===== config.mk =====
export PLATFORM = sky130hd
export DESIGN_NAME = tw_xfer_seq
export DESIGN_NICKNAME = d
export VERILOG_FILES = /design/src/rtl/tw_xfer_pkg.sv /design/src/rtl/tw_byte_fifo.sv /design/src/rtl/tw_ctl_regs.sv /design/src/rtl/tw_seq_fsm.sv /design/src/rtl/tw_xfer_seq.sv
export SDC_FILE = /design/constraint.sdc
export NUM_CORES = 1
export LEC_CHECK = 0
export ABC_AREA = 1
export BUFFER_PORTS_ARGS = -buffer_cell sky130_fd_sc_hd__buf_2
export CAP_MARGIN = 20
export CORE_MARGIN = 5
export CORE_UTILIZATION = 35
export DETAILED_ROUTE_END_ITERATION = 8
export SLEW_MARGIN = 20
export SYNTH_ARGS = -nofsm -noshare
export SYNTH_HDL_FRONTEND = slang
export SYNTH_SLANG_ARGS = --single-unit

===== constraint.sdc =====
create_clock -name clk -period 3.33 [get_ports clk]
set_clock_uncertainty 0.2 [all_clocks]
set_input_delay 0.333 -clock clk [delete_from_list [all_inputs] [get_ports clk]]
set_output_delay 0.333 -clock clk [all_outputs]
set_load 0.02 [all_outputs]

===== src/rtl/tw_xfer_pkg.sv =====
package tw_xfer_pkg;
  localparam int BYTE_W = 8;

  // control word bit positions (software decodes these)
  localparam int CB_EN   = 15;
  localparam int CB_MST  = 10;
  localparam int CB_TX   = 9;
  localparam int CB_WIDE = 8;
  localparam int CB_RPT  = 2;
  localparam int CB_STP  = 1;
  localparam int CB_STT  = 0;
  localparam logic [15:0] CTL_KEEP = 16'hCF87;

  typedef enum logic [1:0] {
    BUS_START = 2'd0,
    BUS_SEND  = 2'd1,
    BUS_RECV  = 2'd2,
    BUS_STOP  = 2'd3
  } bus_cmd_e;

  typedef enum logic [2:0] {
    ST_IDLE = 3'd0,
    ST_ADDR = 3'd1,
    ST_XFER = 3'd2,
    ST_STOP = 3'd3,
    ST_HOLD = 3'd4
  } seq_state_e;
endpackage


===== src/rtl/tw_byte_fifo.sv =====
module tw_byte_fifo #(
  parameter int DEPTH = 4,
  parameter int W     = 8
) (
  input  logic         clk,
  input  logic         rst,
  input  logic         flush,
  input  logic         push,
  input  logic [W-1:0] din,
  input  logic         pop,
  output logic [W-1:0] dout,
  output logic         empty,
  output logic         full
);
  localparam int AW = (DEPTH > 1) ? $clog2(DEPTH) : 1;
  localparam int LW = $clog2(DEPTH + 1);

  logic [W-1:0]  mem [DEPTH];
  logic [AW-1:0] wp, rp;
  logic [LW-1:0] lvl;
  logic          do_push, do_pop;

  function automatic logic [AW-1:0] nxt(input logic [AW-1:0] p);
    return (p == AW'(DEPTH - 1)) ? '0 : p + 1'b1;
  endfunction

  assign do_push = push & (lvl != LW'(DEPTH));
  assign do_pop  = pop & (lvl != '0);

  always_ff @(posedge clk) begin
    if (do_push) mem[wp] <= din;
  end

  always_ff @(posedge clk) begin
    if (rst || flush) begin
      wp  <= '0;
      rp  <= '0;
      lvl <= '0;
    end else begin
      if (do_push) wp <= nxt(wp);
      if (do_pop)  rp <= nxt(rp);
      case ({do_push, do_pop})
        2'b10:   lvl <= lvl + 1'b1;
        2'b01:   lvl <= lvl - 1'b1;
        default: lvl <= lvl;
      endcase
    end
  end

  assign dout  = mem[rp];
  assign empty = (lvl == '0);
  assign full  = (lvl == LW'(DEPTH));
endmodule


===== src/rtl/tw_ctl_regs.sv =====
module tw_ctl_regs import tw_xfer_pkg::*; #(
  parameter int CNT_W = 16
) (
  input  logic             clk,
  input  logic             rst,
  input  logic             ctl_we,
  input  logic [15:0]      ctl_wdata,
  input  logic             cnt_we,
  input  logic [CNT_W-1:0] cnt_wdata,
  input  logic             clr_start,
  input  logic             clr_stop,
  input  logic             clr_master,
  output logic [15:0]      ctl_q,
  output logic [CNT_W-1:0] cnt_q
);
  logic [15:0] ctl_nx;

  // host write first, then the sequencer's self-clears on top of it
  always_comb begin
    ctl_nx = ctl_we ? (ctl_wdata & CTL_KEEP) : ctl_q;
    if (clr_start)  ctl_nx[CB_STT] = 1'b0;
    if (clr_stop)   ctl_nx[CB_STP] = 1'b0;
    if (clr_master) ctl_nx[CB_MST] = 1'b0;
  end

  always_ff @(posedge clk) begin
    if (rst) begin
      ctl_q <= '0;
      cnt_q <= '0;
    end else begin
      ctl_q <= ctl_nx;
      if (cnt_we) cnt_q <= cnt_wdata;
    end
  end
endmodule


===== src/rtl/tw_seq_fsm.sv =====
module tw_seq_fsm import tw_xfer_pkg::*; #(
  parameter int CNT_W  = 16,
  parameter int ADDR_W = 7
) (
  input  logic              clk,
  input  logic              rst,
  input  logic [15:0]       ctl_q,
  input  logic [CNT_W-1:0]  cnt_q,
  input  logic [ADDR_W-1:0] target_addr,
  input  logic              clr_nack,
  input  logic              clr_ardy,
  input  logic              tx_empty,
  input  logic [BYTE_W-1:0] tx_head,
  input  logic              rx_full,
  input  logic              rx_empty,
  input  logic              bus_ack,
  input  logic              bus_nack,
  output logic              tx_pop,
  output logic              rx_push,
  output logic              flush_tx,
  output logic              flush_rx,
  output logic              clr_start,
  output logic              clr_stop,
  output logic              clr_master,
  output logic [CNT_W-1:0]  cur_count,
  output logic              stat_ardy,
  output logic              stat_nack,
  output logic              tx_ready,
  output logic              rx_ready,
  output logic              busy,
  output logic              bus_req,
  output logic [1:0]        bus_cmd,
  output logic [ADDR_W-1:0] bus_addr,
  output logic              bus_read,
  output logic [BYTE_W-1:0] bus_wdata
);
  seq_state_e        st_q, st_d;
  bus_cmd_e          cmd_q, cmd_d;
  logic              req_q, req_d;
  logic              dir_q, dir_d;      // 1 = transmit
  logic              rd_q, rd_d;
  logic [ADDR_W-1:0] addr_q, addr_d;
  logic [BYTE_W-1:0] wdat_q, wdat_d;
  logic [CNT_W-1:0]  cur_q, cur_d;
  logic              ardy_q, ardy_d, nack_q, nack_d;
  logic              txr_q, txr_d, rxr_q, rxr_d;
  logic              go, rpt, stp;
  logic              unused_ctl;

  assign unused_ctl = ^{ctl_q[14:11], ctl_q[7:3]};
  assign go  = ctl_q[CB_EN] & ctl_q[CB_MST] & ctl_q[CB_STT] & ~ctl_q[CB_WIDE];
  assign rpt = ctl_q[CB_RPT];
  assign stp = ctl_q[CB_STP];

  always_comb begin
    st_d = st_q;  cmd_d = cmd_q;  req_d = req_q;  dir_d = dir_q;
    rd_d = rd_q;  addr_d = addr_q; wdat_d = wdat_q; cur_d = cur_q;
    ardy_d = ardy_q & ~clr_ardy;
    nack_d = nack_q & ~clr_nack;
    tx_pop = 1'b0; rx_push = 1'b0; flush_tx = 1'b0; flush_rx = 1'b0;
    clr_start = 1'b0; clr_stop = 1'b0; clr_master = 1'b0;

    case (st_q)
      ST_IDLE, ST_HOLD: begin
        if (st_q == ST_HOLD && stp) begin
          st_d = ST_STOP; req_d = 1'b1; cmd_d = BUS_STOP;
        end else if (ctl_q[CB_STT]) begin
          clr_start = 1'b1;
          if (go) begin
            st_d     = ST_ADDR;
            req_d    = 1'b1;
            cmd_d    = BUS_START;
            dir_d    = ctl_q[CB_TX];
            rd_d     = ~ctl_q[CB_TX];
            addr_d   = target_addr;
            flush_tx = 1'b1;
            flush_rx = 1'b1;
          end
        end
      end

      ST_ADDR: begin
        if (bus_ack) begin
          req_d = 1'b0;
          if (bus_nack) begin
            nack_d   = 1'b1;
            clr_stop = 1'b1;
            st_d     = ST_IDLE;
          end else begin
            cur_d = cnt_q;
            st_d  = ST_XFER;
          end
        end
      end

      ST_XFER: begin
        if (req_q) begin
          if (bus_ack) begin
            req_d = 1'b0;
            if (cmd_q == BUS_SEND && bus_nack) begin
              nack_d   = 1'b1;
              clr_stop = 1'b1;
              st_d     = ST_HOLD;
            end else begin
              if (cmd_q == BUS_RECV) rx_push = 1'b1;
              if (!rpt) cur_d = cur_q - 1'b1;
            end
          end
        end else if (rpt && stp) begin
          st_d = ST_STOP; req_d = 1'b1; cmd_d = BUS_STOP;
        end else if (!rpt && cur_q == '0) begin
          if (stp) begin
            st_d = ST_STOP; req_d = 1'b1; cmd_d = BUS_STOP;
          end else begin
            ardy_d     = 1'b1;
            clr_master = 1'b1;
            st_d       = ST_HOLD;
          end
        end else if (dir_q) begin
          if (!tx_empty) begin
            tx_pop = 1'b1;
            req_d  = 1'b1;
            cmd_d  = BUS_SEND;
            wdat_d = tx_head;
          end
        end else if (!rx_full) begin
          req_d = 1'b1;
          cmd_d = BUS_RECV;
        end
      end

      ST_STOP: begin
        if (bus_ack) begin
          req_d    = 1'b0;
          clr_stop = 1'b1;
          cur_d    = cnt_q;
          flush_tx = 1'b1;
          st_d     = ST_IDLE;
        end
      end

      default: st_d = ST_IDLE;
    endcase

    txr_d = (st_q == ST_XFER) & dir_q & ~req_q & tx_empty & (rpt | (cur_q != '0));
    rxr_d = rpt ? rx_full : ~rx_empty;
  end

  always_ff @(posedge clk) begin
    if (rst) begin
      st_q   <= ST_IDLE;
      cmd_q  <= BUS_START;
      req_q  <= 1'b0;
      dir_q  <= 1'b0;
      rd_q   <= 1'b0;
      addr_q <= '0;
      wdat_q <= '0;
      cur_q  <= '0;
      ardy_q <= 1'b0;
      nack_q <= 1'b0;
      txr_q  <= 1'b0;
      rxr_q  <= 1'b0;
    end else begin
      st_q   <= st_d;
      cmd_q  <= cmd_d;
      req_q  <= req_d;
      dir_q  <= dir_d;
      rd_q   <= rd_d;
      addr_q <= addr_d;
      wdat_q <= wdat_d;
      cur_q  <= cur_d;
      ardy_q <= ardy_d;
      nack_q <= nack_d;
      txr_q  <= txr_d;
      rxr_q  <= rxr_d;
    end
  end

  assign cur_count = cur_q;
  assign stat_ardy = ardy_q;
  assign stat_nack = nack_q;
  assign tx_ready  = txr_q;
  assign rx_ready  = rxr_q;
  assign busy      = (st_q != ST_IDLE);
  assign bus_req   = req_q;
  assign bus_cmd   = cmd_q;
  assign bus_addr  = addr_q;
  assign bus_read  = rd_q;
  assign bus_wdata = wdat_q;
endmodule


===== src/rtl/tw_xfer_seq.sv =====
module tw_xfer_seq import tw_xfer_pkg::*; #(
  parameter int CNT_W    = 16,
  parameter int ADDR_W   = 7,
  parameter int TX_DEPTH = 4,
  parameter int RX_DEPTH = 4
) (
  input  logic              clk,
  input  logic              rst,
  input  logic              ctl_we,
  input  logic [15:0]       ctl_wdata,
  input  logic              cnt_we,
  input  logic [CNT_W-1:0]  cnt_wdata,
  input  logic [ADDR_W-1:0] target_addr,
  input  logic              tx_push,
  input  logic [7:0]        tx_data,
  input  logic              rx_pop,
  input  logic              clr_nack,
  input  logic              clr_ardy,
  output logic [15:0]       ctl_q,
  output logic [CNT_W-1:0]  cur_count,
  output logic              stat_ardy,
  output logic              stat_nack,
  output logic              tx_ready,
  output logic              rx_ready,
  output logic [7:0]        rx_data,
  output logic              busy,
  output logic              bus_req,
  output logic [1:0]        bus_cmd,
  output logic [ADDR_W-1:0] bus_addr,
  output logic              bus_read,
  output logic [7:0]        bus_wdata,
  input  logic              bus_ack,
  input  logic              bus_nack,
  input  logic [7:0]        bus_rdata
);
  logic [CNT_W-1:0]  cnt_q;
  logic              clr_start, clr_stop, clr_master;
  logic              tx_pop, rx_push, flush_tx, flush_rx;
  logic              tx_empty, tx_full, rx_empty, rx_full;
  logic [BYTE_W-1:0] tx_head;
  logic              unused_txfull;

  assign unused_txfull = tx_full;

  tw_ctl_regs #(.CNT_W(CNT_W)) u_regs (
    .clk, .rst, .ctl_we, .ctl_wdata, .cnt_we, .cnt_wdata,
    .clr_start, .clr_stop, .clr_master, .ctl_q, .cnt_q
  );

  tw_byte_fifo #(.DEPTH(TX_DEPTH), .W(BYTE_W)) u_txbuf (
    .clk, .rst, .flush(flush_tx), .push(tx_push), .din(tx_data),
    .pop(tx_pop), .dout(tx_head), .empty(tx_empty), .full(tx_full)
  );

  tw_byte_fifo #(.DEPTH(RX_DEPTH), .W(BYTE_W)) u_rxbuf (
    .clk, .rst, .flush(flush_rx), .push(rx_push), .din(bus_rdata),
    .pop(rx_pop), .dout(rx_data), .empty(rx_empty), .full(rx_full)
  );

  tw_seq_fsm #(.CNT_W(CNT_W), .ADDR_W(ADDR_W)) u_fsm (
    .clk, .rst, .ctl_q, .cnt_q, .target_addr, .clr_nack, .clr_ardy,
    .tx_empty, .tx_head, .rx_full, .rx_empty, .bus_ack, .bus_nack,
    .tx_pop, .rx_push, .flush_tx, .flush_rx,
    .clr_start, .clr_stop, .clr_master,
    .cur_count, .stat_ardy, .stat_nack, .tx_ready, .rx_ready, .busy,
    .bus_req, .bus_cmd, .bus_addr, .bus_read, .bus_wdata
  );
endmodule


### Word-level counts from Yosys, hierarchy flattened

Memory sizes are Yosys's and may differ from the RTL's. A register that Yosys moved wholly into a read port is not among the register bits.
Cells that the tools add are included.

| word-level totals | value |
|---|---|
| register bits | 75 |
| RAM bits | 64 |
| input port bits | 65 |
| output and inout port bits | 64 |
| logic and storage cells | 221 |
| memories | 2 |

| cells by class | value |
|---|---|
| add/subtract/negate cells | 9 |
| equality and inequality tests | 34 |
| mux-type cells | 99 |
| bitwise logic cells | 24 |
| reductions and logical operators | 31 |

Memories:

| memory | words | width | read ports | clocked after Yosys merged registers in | write ports | line | source |
|---|---|---|---|---|---|---|---|
| u_rxbuf.mem | 4 | 8 | 1 | 1 | 1 | tw_byte_fifo.sv:18 | `logic [W-1:0] mem [DEPTH];` |
| u_txbuf.mem | 4 | 8 | 1 | 1 | 1 | tw_byte_fifo.sv:18 |  |

Operator list:

| operator | count |
|---|---|
| $mux 16 | 7 |
| $mux 1 | 55 |
| $pmux 16 s3 | 1 |
| $mux 2 | 17 |
| $mux 3 | 11 |
| $logic_not 16->1 | 1 |
| $reduce_bool 16->1 | 1 |
| $sub 16x1->16 const B | 1 |
| $reduce_bool 3->1 | 5 |
| $eq 2x2->1 const B | 7 |
| $ne 2x2->1 const B | 7 |
| $reduce_and 7->1 | 2 |
| $and 1x1->1 | 13 |
| $ne 3x3->1 const B | 4 |
| $pmux 3 s2 | 2 |
| $pmux 3 s4 | 1 |
| $ne 5x5->1 const B | 2 |
| $not 1->1 | 10 |
| $reduce_or 2->1 | 5 |
| $logic_not 3->1 | 3 |
| $add 2x1->2 const B | 4 |
| $reduce_and 4->1 | 2 |
| $reduce_and 8->1 | 1 |
| $add 3x1->3 const B | 2 |
| other kinds (19) | 33 |

### Logic depth before layout (Yosys ltp)

Gate-level depths: netlist (run 1).

| depth | value |
|---|---|
| depth after elaboration | 10 |
| depth in mapped cells | 16 |

### Cells and area by module

Synthesis (run 1) repeated with hierarchy kept, for this count alone.

| second synthesis, totals | value |
|---|---|
| cell total of the unflattened synthesis | 847 |
| area total of the unflattened synthesis | 6984.2 um2 |

By module, submodules not included:

| module | times used | cells each | area each (um2) |
|---|---|---|---|
| tw_byte_fifo | 2 | 149 | 1705.4 |
| tw_seq_fsm | 1 | 375 | 2442.3 |
| tw_ctl_regs | 1 | 174 | 1131.1 |

### Least setup slack after synthesis (run 1)

Ideal clock, no wire load.

| timing | value |
|---|---|
| path kind | reg-to-reg |
| start point | reg u_fsm.cur_q[0], in the netlist u_fsm.cur_count[0] |
| end point | reg u_txbuf.lvl[2] |
| setup time | 116 ps |
| data arrival time | 2194 ps |
| data required time | 3014 ps |
| setup slack | 820 ps |
| stages on the path, launching flop included | 17 |
| cell sequence | dfxtp_1 inv_1 ha_1 inv_1 nor2_1 nand2_1 nor2_1 nand2_2 nand3_2 inv_2 ha_1 inv_1 fa_1 a21oi_1 o21ai_0 xor2_1 nor2_1 |

| between the ends | value |
|---|---|
| cells in the longest elaborated chain, start to end | 9 |

Ends and longest elaborated chain:

| element | line | source |
|---|---|---|
| from (decl) | tw_seq_fsm.sv:44 | `logic [CNT_W-1:0] cur_q, cur_d;` |
| from (signal assigned) | tw_seq_fsm.sv:171 | `cur_q <= cur_d;` |
| $logic_not 16->1 * | tw_seq_fsm.sv:111 | `end else if (!rpt && cur_q == '0) begin` |
| $logic_and 1x1->1 * | tw_seq_fsm.sv:111 |  |
| $mux 1 * | tw_seq_fsm.sv:111 |  |
| $mux 1 * | tw_seq_fsm.sv:109 | `end else if (rpt && stp) begin` |
| $mux 1 * | tw_seq_fsm.sv:97 | `if (req_q) begin` |
| $mux 1 * | tw_seq_fsm.sv:63 | `case (st_q)` |
| $and 1x1->1 * | tw_byte_fifo.sv:28 | `assign do_pop = pop & (lvl != '0);` |
| net u_txbuf.do_pop | tw_byte_fifo.sv:21 | `logic do_push, do_pop;` |
| $eq 2x1->1 / $eq 2x2->1 (equally long branches) | tw_byte_fifo.sv:42 | `case ({do_push, do_pop})` |
| $pmux 3 s2 / $reduce_bool 2->1 (equally long branches) | n/a |  |
| to (signal assigned) | tw_byte_fifo.sv:43 | `2'b10: lvl <= lvl + 1'b1;` |
| to (signal assigned) | tw_byte_fifo.sv:44 | `2'b01: lvl <= lvl - 1'b1;` |
| to (signal assigned) | tw_byte_fifo.sv:45 | `default: lvl <= lvl;` |
| to (decl) | tw_byte_fifo.sv:20 | `logic [LW-1:0] lvl;` |

Mark *: on every way through the listed nets, which the timed path passes. The rest lies on a longest branch.
A chain may end at the register's enable or synchronous reset.

### Final worst setup path (run 1)

Same ends and word-level chain as after synthesis.

==> results of run 1 <==
==> metrics by stage <==
stage               setup WS [ns]  power [mW]  hold slack [ns]
finish                      0.672        4.45           0.0240
global route                0.475        4.67           0.0301
detailed placement          0.683        2.54            0.257
global placement            0.715        2.54            0.251
floorplan                   0.820        2.39            0.209
CTS                         0.660        4.50           0.0175
==> per-layer routing <==
metal	vias to the layer above	track usage	part of all wire
met2	113	0.269	0.48
met3	20	0.0380	0.041
li1	2835	-	-
met4	0	0.0499	0.014
met1	2555	0.201	0.46
met5	-	0	0
==> how the worst max path moves through the flow <==
stage / start / to / slack (ns) / depth (start not counted)
finish: u_fsm.cur_count[0]$_SDFFE_PP0P_ / u_txbuf.lvl[2]$_SDFFE_PP0P_ / 0.67 / 16
global placement: u_fsm.cur_count[0]$_SDFFE_PP0P_ / u_txbuf.lvl[2]$_SDFFE_PP0P_ / 0.72 / 16
CTS: u_fsm.cur_count[0]$_SDFFE_PP0P_ / u_txbuf.lvl[2]$_SDFFE_PP0P_ / 0.66 / 16
detailed placement: u_fsm.cur_count[0]$_SDFFE_PP0P_ / u_txbuf.lvl[2]$_SDFFE_PP0P_ / 0.68 / 16
global route: u_fsm.cur_count[0]$_SDFFE_PP0P_ / u_txbuf.lvl[2]$_SDFFE_PP0P_ / 0.48 / 16
floorplan: u_fsm.cur_count[0]$_SDFFE_PP0P_ / u_txbuf.lvl[2]$_SDFFE_PP0P_ / 0.82 / 16
==> flip-flops by register name, summed over array words and instances, names as in the netlist, named ones only <==
signal and flops:
u_rxbuf.mem 32, u_fsm.tx_ready 1, u_fsm.cur_count 16, u_rxbuf.lvl 3
u_fsm.bus_cmd 2, u_fsm.bus_read 1, u_regs.ctl_q 10, u_txbuf.lvl 3
u_txbuf.wp 2, u_fsm.dir_q 1, u_regs.cnt_q 16, u_fsm.stat_nack 1
u_fsm.st_q 3, u_rxbuf.wp 2, u_fsm.bus_req 1, u_rxbuf.rp 2
u_fsm.rx_ready 1, u_txbuf.rp 2, u_fsm.bus_addr 7, u_txbuf.mem 32
u_fsm.stat_ardy 1, u_fsm.bus_wdata 8
==> area by class of cell <==
type                       instances  area, sq um
inverter                          76          289
sequential                       149         3620
clock buffer                      19          443
multi-input combinational        505         2550
tap                              234          293
clock inverter                    13          143
fill                            1854        10200
timing repair buffer             170         1100
==> critical path, cell delays in order, from the launching register on <==
cell,delay (ns)
dfxtp_1,0.35
inv_1,0.09
ha_1,0.20
inv_1,0.05
nor2_1,0.05
nand2_1,0.06
nor2_1,0.07
nand2_2,0.12
nand3_2,0.11
inv_2,0.20
ha_1,0.18
inv_1,0.07
fa_1,0.38
a21oi_1,0.14
o21ai_0,0.10
xor2_1,0.15
nor2_1,0.06
==> cells in the final DEF, fill, tap and decap left out, types with 4 or more instances in the layout <==
| master | count |
|---|---|
| o21ai_0 | 92 |
| nor3_1 | 5 |
| inv_1 | 67 |
| o21ai_1 | 7 |
| inv_6 | 4 |
| conb_1 | 6 |
| clkbuf_16 | 17 |
| edfxtp_1 | 64 |
| o22ai_1 | 9 |
| dfxtp_1 | 85 |
| a21oi_1 | 43 |
| dlygate4sd3_1 | 46 |
| buf_4 | 8 |
| nand3_1 | 14 |
| xor2_1 | 4 |
| nor2_2 | 8 |
| inv_2 | 6 |
| nor2_1 | 167 |
| o32ai_1 | 8 |
| buf_2 | 116 |
| ha_1 | 14 |
| a21oi_2 | 5 |
| nand2_1 | 88 |
==> what timing repair did <==
item,CTS,global route
hold endpoints to repair,94,0
resized for setup,0,0
hold buffers,46,0
==> power breakdown <==
group	leakage [nW]	total [mW]	switching, mW	internal [mW]
registers	1.27	2.02	0.0502	1.97
clock network	0.280	1.91	0.775	1.13
logic	2.06	0.528	0.335	0.193
==> kinds of logic (layout without fill, tap and decap cells) <==
kind of cell	count (synthesis)	in the layout
other	1	6
buffers and inverters	108	278
adder cells (fa/ha/maj)	16	16
AO/OA/AOI/OAI	177	177
AND/OR/NAND/NOR	302	302
flip-flops	149	149
XOR/XNOR	4	4
==> results.json, run 1 <==
{
  "status": "completed",
  "overflow": 0,
  "r2r_start": "u_fsm.cur_count[0]$_SDFFE_PP0P_",
  "core-area_sq_mm": 0.0186,
  "drv_slew": 0,
  "ff2ff_setup_slack_ns": 0.67,
  "route.vias.total": 5523,
  "num_rows": 50,
  "ff2ff_path_depth": 16,
  "io_buffers": 116,
  "ys_warn_count": 0,
  "ir_drop_uv": 337,
  "cap_viol_max_count": 0,
  "synth_edf_count": 64,
  "required_ns": 3.44,
  "grt_pass1_vias": 5509,
  "drt_iter0_markers": 331,
  "num-nets-final": 1000,
  "die_x_microns": 147,
  "hp-start": "cnt_wdata[11]",
  "relSlewSlack": 0.453,
  "netlist_instances": 757,
  "cts_buffer_depth": 2,
  "syn_avg_cell_area_sq_um": 8.74,
  "grt_pass1_wl_mm": 27.7,
  "worstHoldPathType": "in2reg",
  "clock-sinks": 149,
  "antenna_left": 0,
  "async_flop_share": 0,
  "avgRoutedWirePerCell_microns": 14.4,
  "power.density_mw_per_mm2": 528,
  "synth_area_leaders": "edfxtp_1 (29%), dfxtp_1 (26%), nor2_1 (9.5%)",
  "dpl.hpwl_mm": 11.5,
  "syn_to_final_growth_pct": 27.5,
  "path_clk_slew_ns": 0.07,
  "insertion_delay_ns": 0.43,
  "crit_type": "reg2reg",
  "grt_use_total": 0.159,
  "worstSetupEndpointType": "flip-flop",
  "dr.pass1.iters": 5,
  "dp.cells": 1088,
  "cts_tree": "built",
  "ys.flop_type": "dfxtp_1",
  "yosysTopAreaCell": "edfxtp_1",
  "utilization": 0.453,
  "synthXorXnorAreaFrac": 0.00530,
  "synthMuxAreaShare": 0,
  "synth_seq_cells": 149,
  "drive_above_1_share": 0.206,
  "worst_r2r_endpoint": "u_txbuf.lvl[2]$_SDFFE_PP0P_",
  "synth_top_family_by_area": "simple AND/OR/NAND/NOR gates",
  "place_area_sq_mm": 0.00739,
  "rsz0062_at_grt": "no",
  "via_per_inst": 4.74,
  "ys_top_cells_by_count": "nor2_1 (167), o21ai_0 (92), nand2_1 (88)",
  "worstPathArrival_ns": 2.77,
  "antenna_found_initial": 0,
  "p_leak_nw": 3.62,
  "synth_fa_ha_area_frac": 0.0325,
  "worst_pin_slew_ns": 0.818,
  "synth_compound_area_frac": 0.151,
  "die_h_microns": 147,
  "max_freq_mhz": 376,
  "setup_tns_ns": 0,
  "remaining_drc_errors": 0,
  "min_to": "u_regs.cnt_q[11]$_SDFFE_PP0P_",
  "hold_viol": 0,
  "ys_types": 45,
  "yosysMostFrequentCell": "nor2_1",
  "fin_area_sq_mm": 0.00844,
  "finalCritPeriodShare": 0.798,
  "critPathMaxFanout": 10,
  "setup_viol": 0,
  "yosysTopAreaCellShare": 0.290,
  "die_area_sq_mm": 0.0218,
  "initial_core_util": 0.355,
  "holdPathStages": 3,
  "synthSimpleGateAreaFrac": 0.193,
  "place.gp.congestion": 0.852,
  "yosysSeqAreaShare": 0.548,
  "grt_max_degree": 28,
  "cts_setup_buffers": 0,
  "post-route-min-period_ns": 2.66,
  "final_cells": 1166,
  "ios": 129,
  "clockRootBuffer": "clkbuf_16",
  "syn-cell-area_sq_mm": 0.00662,
  "numCtsBuffers": 17,
  "critPathLaunchType": "flip-flop",
  "antennaDiodeCount": 0,
  "htreeDepth": 4,
  "totalWireLength_mm": 16.8
}
(Power assumes the default switching activity.)
==> inputs of run 2 (changes only) <==
- clock period: 3.33 -> 2.1 ns (I/O delays scaled with it)
==> run 2 against run 1 <==
Compared with the run above: the flow now finishes with violations (setup timing); worst setup slack lost 0.74 ns; sequential share of layout area shrank 3.4 points; utilization grew 4.0 points; cell count grew 6.9%; critical endpoint unchanged; count of clock-buffer cells in the layout grew 1; power grew 67%; first-iteration DRC count shrank 18%; sequential power grew 57%; highest routed layer unchanged.
==> results.json, run 2 (synthesis results as in run 1) <==
{
  "overflow": 0,
  "remaining_drc_errors": 0,
  "power.total_mw": 7.45,
  "io_buffers": 116,
  "violations": "setup timing",
  "place_area_sq_mm": 0.00793,
  "initial_core_util": 0.355,
  "setup_viol": 2,
  "rsz0062_at_grt": "yes",
  "cts_tree": "built",
  "die_h_microns": 147,
  "critPathMaxFanout": 2,
  "htreeDepth": 4,
  "clock-sinks": 149,
  "num_rows": 50,
  "critPathLaunchType": "flip-flop",
  "worstHoldPathType": "in2reg",
  "drt_iter0_markers": 273,
  "fillers": 1740,
  "finalCritPeriodShare": 1.03,
  "dr.pass1.iters": 5,
  "worstPathArrival_ns": 2.27,
  "slowest_delay_ns": 0.36,
  "final_common_cell": "nor2_1",
  "post-route-min-period_ns": 2.16,
  "timing.final.ws_setup_ns": -0.0636,
  "place.gp.congestion": 0.839,
  "largestRegisters": "u_rxbuf.mem (32), u_txbuf.mem (32)",
  "numCtsBuffers": 17,
  "ios": 129,
  "setup_tns_ns": -0.110,
  "path_clk_slew_ns": 0.06,
  "cpMostUsedCell": "inv_4",
  "grt_pass1_vias": 5731,
  "insertion_delay_ns": 0.41,
  "layout_common_cells": "nor2_1 (160), buf_2 (116), o21ai_0 (90), nand2_1 (87), dfxtp_1 (82)",
  "crit_path_top_delay_cell": "dfxtp_4",
  "syn_to_final_growth_pct": 38.9,
  "clockRootBuffer": "clkbuf_16",
  "power.density_mw_per_mm2": 811,
  "route.vias.total": 5848,
  "die_x_microns": 147,
  "max_freq_mhz": 462,
  "core-area_sq_mm": 0.0186,
  "worst_pin_slew_ns": 0.539,
  "drv_slew": 0,
  "crit_type": "reg2reg",
  "register_area_sq_mm": 0.00363,
  "worstSetupEndpointType": "flip-flop",
  "cts_buffer_depth": 2,
  "p_leak_nw": 4.04,
  "totalWireLength_mm": 17.7,
  "required_ns": 2.21,
  "grt_use_total": 0.166,
  "drive_above_1_share": 0.282,
  "multi_input_area_sq_mm": 0.00261,
  "ir_drop_uv": 532,
  "relSlewSlack": 0.640,
  "die_area_sq_mm": 0.0218,
  "via_per_inst": 4.69,
  "avgRoutedWirePerCell_microns": 14.2,
  "num-nets-final": 1079,
  "status": "finished with violations",
  "grt_pass1_wl_mm": 28.7,
  "antenna_found_initial": 2,
  "dpl.hpwl_mm": 12.1,
  "cap_viol_max_count": 0,
  "grt_max_degree": 46,
  "fin_area_sq_mm": 0.00919,
  "hold_viol": 0,
  "antenna_left": 0,
  "cp_cell_sequence": "inv_4 -> ha_4 -> inv_2 -> nor2_2 -> nand2_1 -> nor2_2 -> nand2_2 -> nand3_4 -> inv_4 -> ha_4 -> inv_4 -> fa_2 -> a21oi_2 -> o21ai_1 -> xor2_1 -> nor2_1"
}
[run 2: cell count changes in the layout (fill, tap and decap cells not counted), moves of 4 or more]
cell / change
nor2_1: -7
nor2_2: +6
inv_1: -6
inv_4: +4
buf_4: +71
dlygate4sd3_1: +7
[run 2: power breakdown]
| group | leakage (nW) | internal (mW) | switching [mW] | total [mW] |
|---|---|---|---|---|
| clock | 0.302 | 2.06 | 1.19 | 3.25 |
| sequential | 1.28 | 3.12 | 0.0538 | 3.17 |
| combinational | 2.46 | 0.426 | 0.604 | 1.03 |
[run 2: worst paths after layout]
path / from / to / slack (ns) / cells after the start
setup / recovery: u_fsm.cur_count[0]$_SDFFE_PP0P_ / u_txbuf.lvl[2]$_SDFFE_PP0P_ / -0.06 / 16
hold / removal: bus_nack / u_fsm.stat_nack$_SDFF_PP0_ / 0.03 / 5
hold reg to reg: u_regs.ctl_q[0]$_SDFFE_PP0P_ / u_regs.ctl_q[0]$_SDFFE_PP0P_ / 0.26 / 1
setup reg to reg: u_fsm.cur_count[0]$_SDFFE_PP0P_ / u_txbuf.lvl[2]$_SDFFE_PP0P_ / -0.06 / 16
[run 2: timing repair]
action / 4_1_cts / 5_1_grt
pin swaps: 3 / 3
resized for setup: 3 / 12
setup endpoints to repair: 4 / 12
buffers inserted: 1 / 6
endpoints found under the hold margin: 101 / 0
hold buffers: 53 / 0
[run 2: stage by stage]
stage               hold WS, ns   util  worst slack, ns  instances
detailed placement        0.228  0.425           -0.125       1153
global route             0.0461  0.493           -0.221       1246
floorplan                0.0858      -           -0.164        762
CTS                     0.00169  0.489          -0.0716       1239
finish                   0.0279  0.493          -0.0636       1246
global placement          0.226  0.425          -0.0956       1153
[run 2: final cells by class]
cell class | instances | area share
diodes | 1 | 0.000272
flip-flops and latches | 149 | 0.395
clock inverters | 12 | 0.0191
inverters | 76 | 0.0330
repair buffers | 249 | 0.187
multi-input cells | 505 | 0.284
well taps | 234 | 0.0319
clock buffers | 20 | 0.0498
[run 2: routing by layer]
layer  track usage  share of wire
met1         0.217           0.47
met2         0.280           0.47
met3        0.0343          0.047
met4        0.0499          0.011
met5             0              0
[run 2: worst max-delay path, delay by kind of cell, from the launching register on]
kind | cells | cell delay [ns]
AO/OA/AOI/OAI | 2 | 0.20
XOR/XNOR | 1 | 0.13
adder cells (fa/ha/maj) | 3 | 0.62
buffers and inverters | 4 | 0.18
flip-flops | 1 | 0.36
AND/OR/NAND/NOR | 6 | 0.37
==> inputs of run 3 (changes only) <==
- BUFFER_PORTS_ARGS: -buffer_cell sky130_fd_sc_hd__buf_2 -> default
- DONT_BUFFER_PORTS: default -> 1
- PLACE_DENSITY_LB_ADDON: default -> 0.25
==> run 3 against run 2 <==
Compared with the run above: the run still ends with setup timing left; non-clock buffer count decreased by 106; worst setup slack got worse by 0.0034 ns; via count decreased by 5.9%; global-route usage shrank 0.68 points; clock power fell by 3%; register-to-register slack is essentially flat; power is 2.1% lower; flip-flop and latch count did not move.
==> results.json, run 3 (synthesis results as in run 1) <==
{
  "hold_viol": 0,
  "rsz0062_at_grt": "yes",
  "initial_core_util": 0.355,
  "num-nets-final": 974,
  "worstPathArrival_ns": 2.28,
  "register_area_sq_mm": 0.00364,
  "place.gp.congestion": 0.835,
  "finalCritPeriodShare": 1.03,
  "layout_common_cells": "nor2_1 (161), o21ai_0 (87), nand2_1 (86), buf_4 (82), dfxtp_1 (79)",
  "drt_iter0_markers": 248,
  "num_rows": 50,
  "largestRegisters": "u_rxbuf.mem (32), u_txbuf.mem (32)",
  "relSlewSlack": 0.293,
  "overflow": 0,
  "post-route-min-period_ns": 2.17,
  "multi_input_area_sq_mm": 0.00267,
  "cp_cell_sequence": "inv_4 -> ha_4 -> inv_2 -> nor2_2 -> nand2_1 -> nor2_2 -> nand2_2 -> nand3_4 -> inv_4 -> ha_4 -> inv_4 -> fa_2 -> a21oi_2 -> o21ai_1 -> xor2_1 -> nor2_1",
  "internal-power_mw": 5.41,
  "syn_to_final_growth_pct": 32.4,
  "route.vias.total": 5502,
  "core-area_sq_mm": 0.0186,
  "worstHoldPathType": "in2reg",
  "pre_cts_ws_ns": -0.102,
  "cpMostUsedCell": "inv_4",
  "dr.max_layer_used": "met4",
  "p_seq_frac": 0.437,
  "status": "finished with violations",
  "place_area_sq_mm": 0.00737,
  "clockRootBuffer": "clkbuf_16",
  "crit_path_top_delay_cell": "dfxtp_4",
  "totalWireLength_mm": 17.4,
  "io_buffers": 0,
  "grt_pass1_wl_mm": 27.5,
  "cts_tree": "built",
  "critPathLaunchType": "flip-flop",
  "antenna_left": 0,
  "path_clk_slew_ns": 0.06,
  "crit_type": "reg2reg",
  "fin_area_sq_mm": 0.00876,
  "grt_pass1_vias": 5301,
  "setup_viol": 2,
  "p_leak_nw": 3.58,
  "remaining_drc_errors": 0,
  "worst_pin_slew_ns": 1.06,
  "ios": 129,
  "insertion_delay_ns": 0.43,
  "cts_buffer_depth": 2,
  "worstSetupEndpointType": "flip-flop",
  "timing.final.ws_setup_ns": -0.0671,
  "slowest_delay_ns": 0.35,
  "power_switching_mw": 1.88,
  "required_ns": 2.22,
  "die_area_sq_mm": 0.0218,
  "die_h_microns": 147,
  "clock-sinks": 149,
  "htreeDepth": 4,
  "numCtsBuffers": 17,
  "final_cells": 1140,
  "dp.cells": 1040,
  "met2WireLength_mm": 8.24,
  "grt_use_total": 0.159,
  "avgRoutedWirePerCell_microns": 15.2,
  "ir_drop_uv": 609,
  "die_x_microns": 147,
  "power.density_mw_per_mm2": 833,
  "drv_slew": 0,
  "grt_max_degree": 33,
  "wl_met1_mm": 7.82,
  "antenna_found_initial": 0,
  "fillers": 1731,
  "pwr-share-clk": 0.432,
  "dr.pass1.iters": 4,
  "p_comb_frac": 0.131,
  "drive_above_1_share": 0.209,
  "via_per_inst": 4.83,
  "final_common_cell": "nor2_1",
  "antennaDiodeCount": 0,
  "route.met3.wl_microns": 892,
  "violations": "setup timing",
  "cap_viol_max_count": 0,
  "dpl.hpwl_mm": 12.0,
  "sw_frac_of_total": 0.258,
  "critPathMaxFanout": 2,
  "max_freq_mhz": 461
}
==> run 3: power by group through the flow <==
stage	combinational (mW)	clock, mW	sequential (mW)
floorplan	0.510	0	3.29
global placement	0.793	0	3.25
detailed placement	0.799	0	3.25
CTS	0.936	3.21	3.19
global route	1.06	3.38	3.20
finish	0.953	3.15	3.19
==> run 3: layer usage <==
layer	track usage	vias to the layer above
met1	0.202	2544
met2	0.259	144
met5	0	-
met3	0.0438	29
met4	0.0638	0
li1	-	2785
==> run 3: stage by stage <==
step | total power [mW] | hold WS [ns] | util | TNS [ns]
CTS | 7.34 | 0.0124 | 0.462 | -0.165
finish | 7.29 | 0.0112 | 0.470 | -0.0931
global route | 7.64 | 0.0487 | 0.470 | -0.519
detailed placement | 4.05 | 0.0784 | 0.395 | -0.178
global placement | 4.04 | 0.0767 | 0.395 | -0.152
floorplan | 3.80 | 0.0858 | - | -0.292
==> run 3: layout make-up <==
cell class | count | area share
inverters | 76 | 0.0346
well taps | 234 | 0.0334
flip-flops and latches | 149 | 0.415
multi-input cells | 505 | 0.305
clock inverters | 11 | 0.0156
clock buffers | 21 | 0.0550
repair inverters | 1 | 0.000857
repair buffers | 143 | 0.141
==> run 3: worst max-delay path: cells and delay by family, from the launching register on <==
kind,cells,cell delay (ns)
AOI/OAI and AO/OA,2,0.20
xor gates and xnor gates,1,0.15
adders and majority gates,3,0.61
buffers and inverters,4,0.18
DFF,1,0.35
and+or+nand+nor,6,0.36
==> run 3: what timing repair did <==
action / CTS / global route
hold endpoints to repair: 131 / 0
endpoints found under the setup margin: 5 / 34
gates cloned: 0 / 1
setup buffers: 3 / 5
gates resized for setup: 4 / 32
pin swaps: 5 / 7
hold buffers: 59 / 0
==> run 3: path summary, 6_finish.rpt <==
path / start / end / slack (ns) / depth (start not counted)
worst max-delay path: u_fsm.cur_count[1]$_SDFFE_PP0P_ / u_txbuf.lvl[2]$_SDFFE_PP0P_ / -0.07 / 16
worst min-delay path: bus_ack / u_rxbuf.wp[0]$_SDFFE_PP0P_ / 0.01 / 5
worst max register to register: u_fsm.cur_count[1]$_SDFFE_PP0P_ / u_txbuf.lvl[2]$_SDFFE_PP0P_ / -0.07 / 16
worst min register to register: u_regs.cnt_q[15]$_SDFFE_PP0P_ / u_regs.cnt_q[15]$_SDFFE_PP0P_ / 0.28 / 2
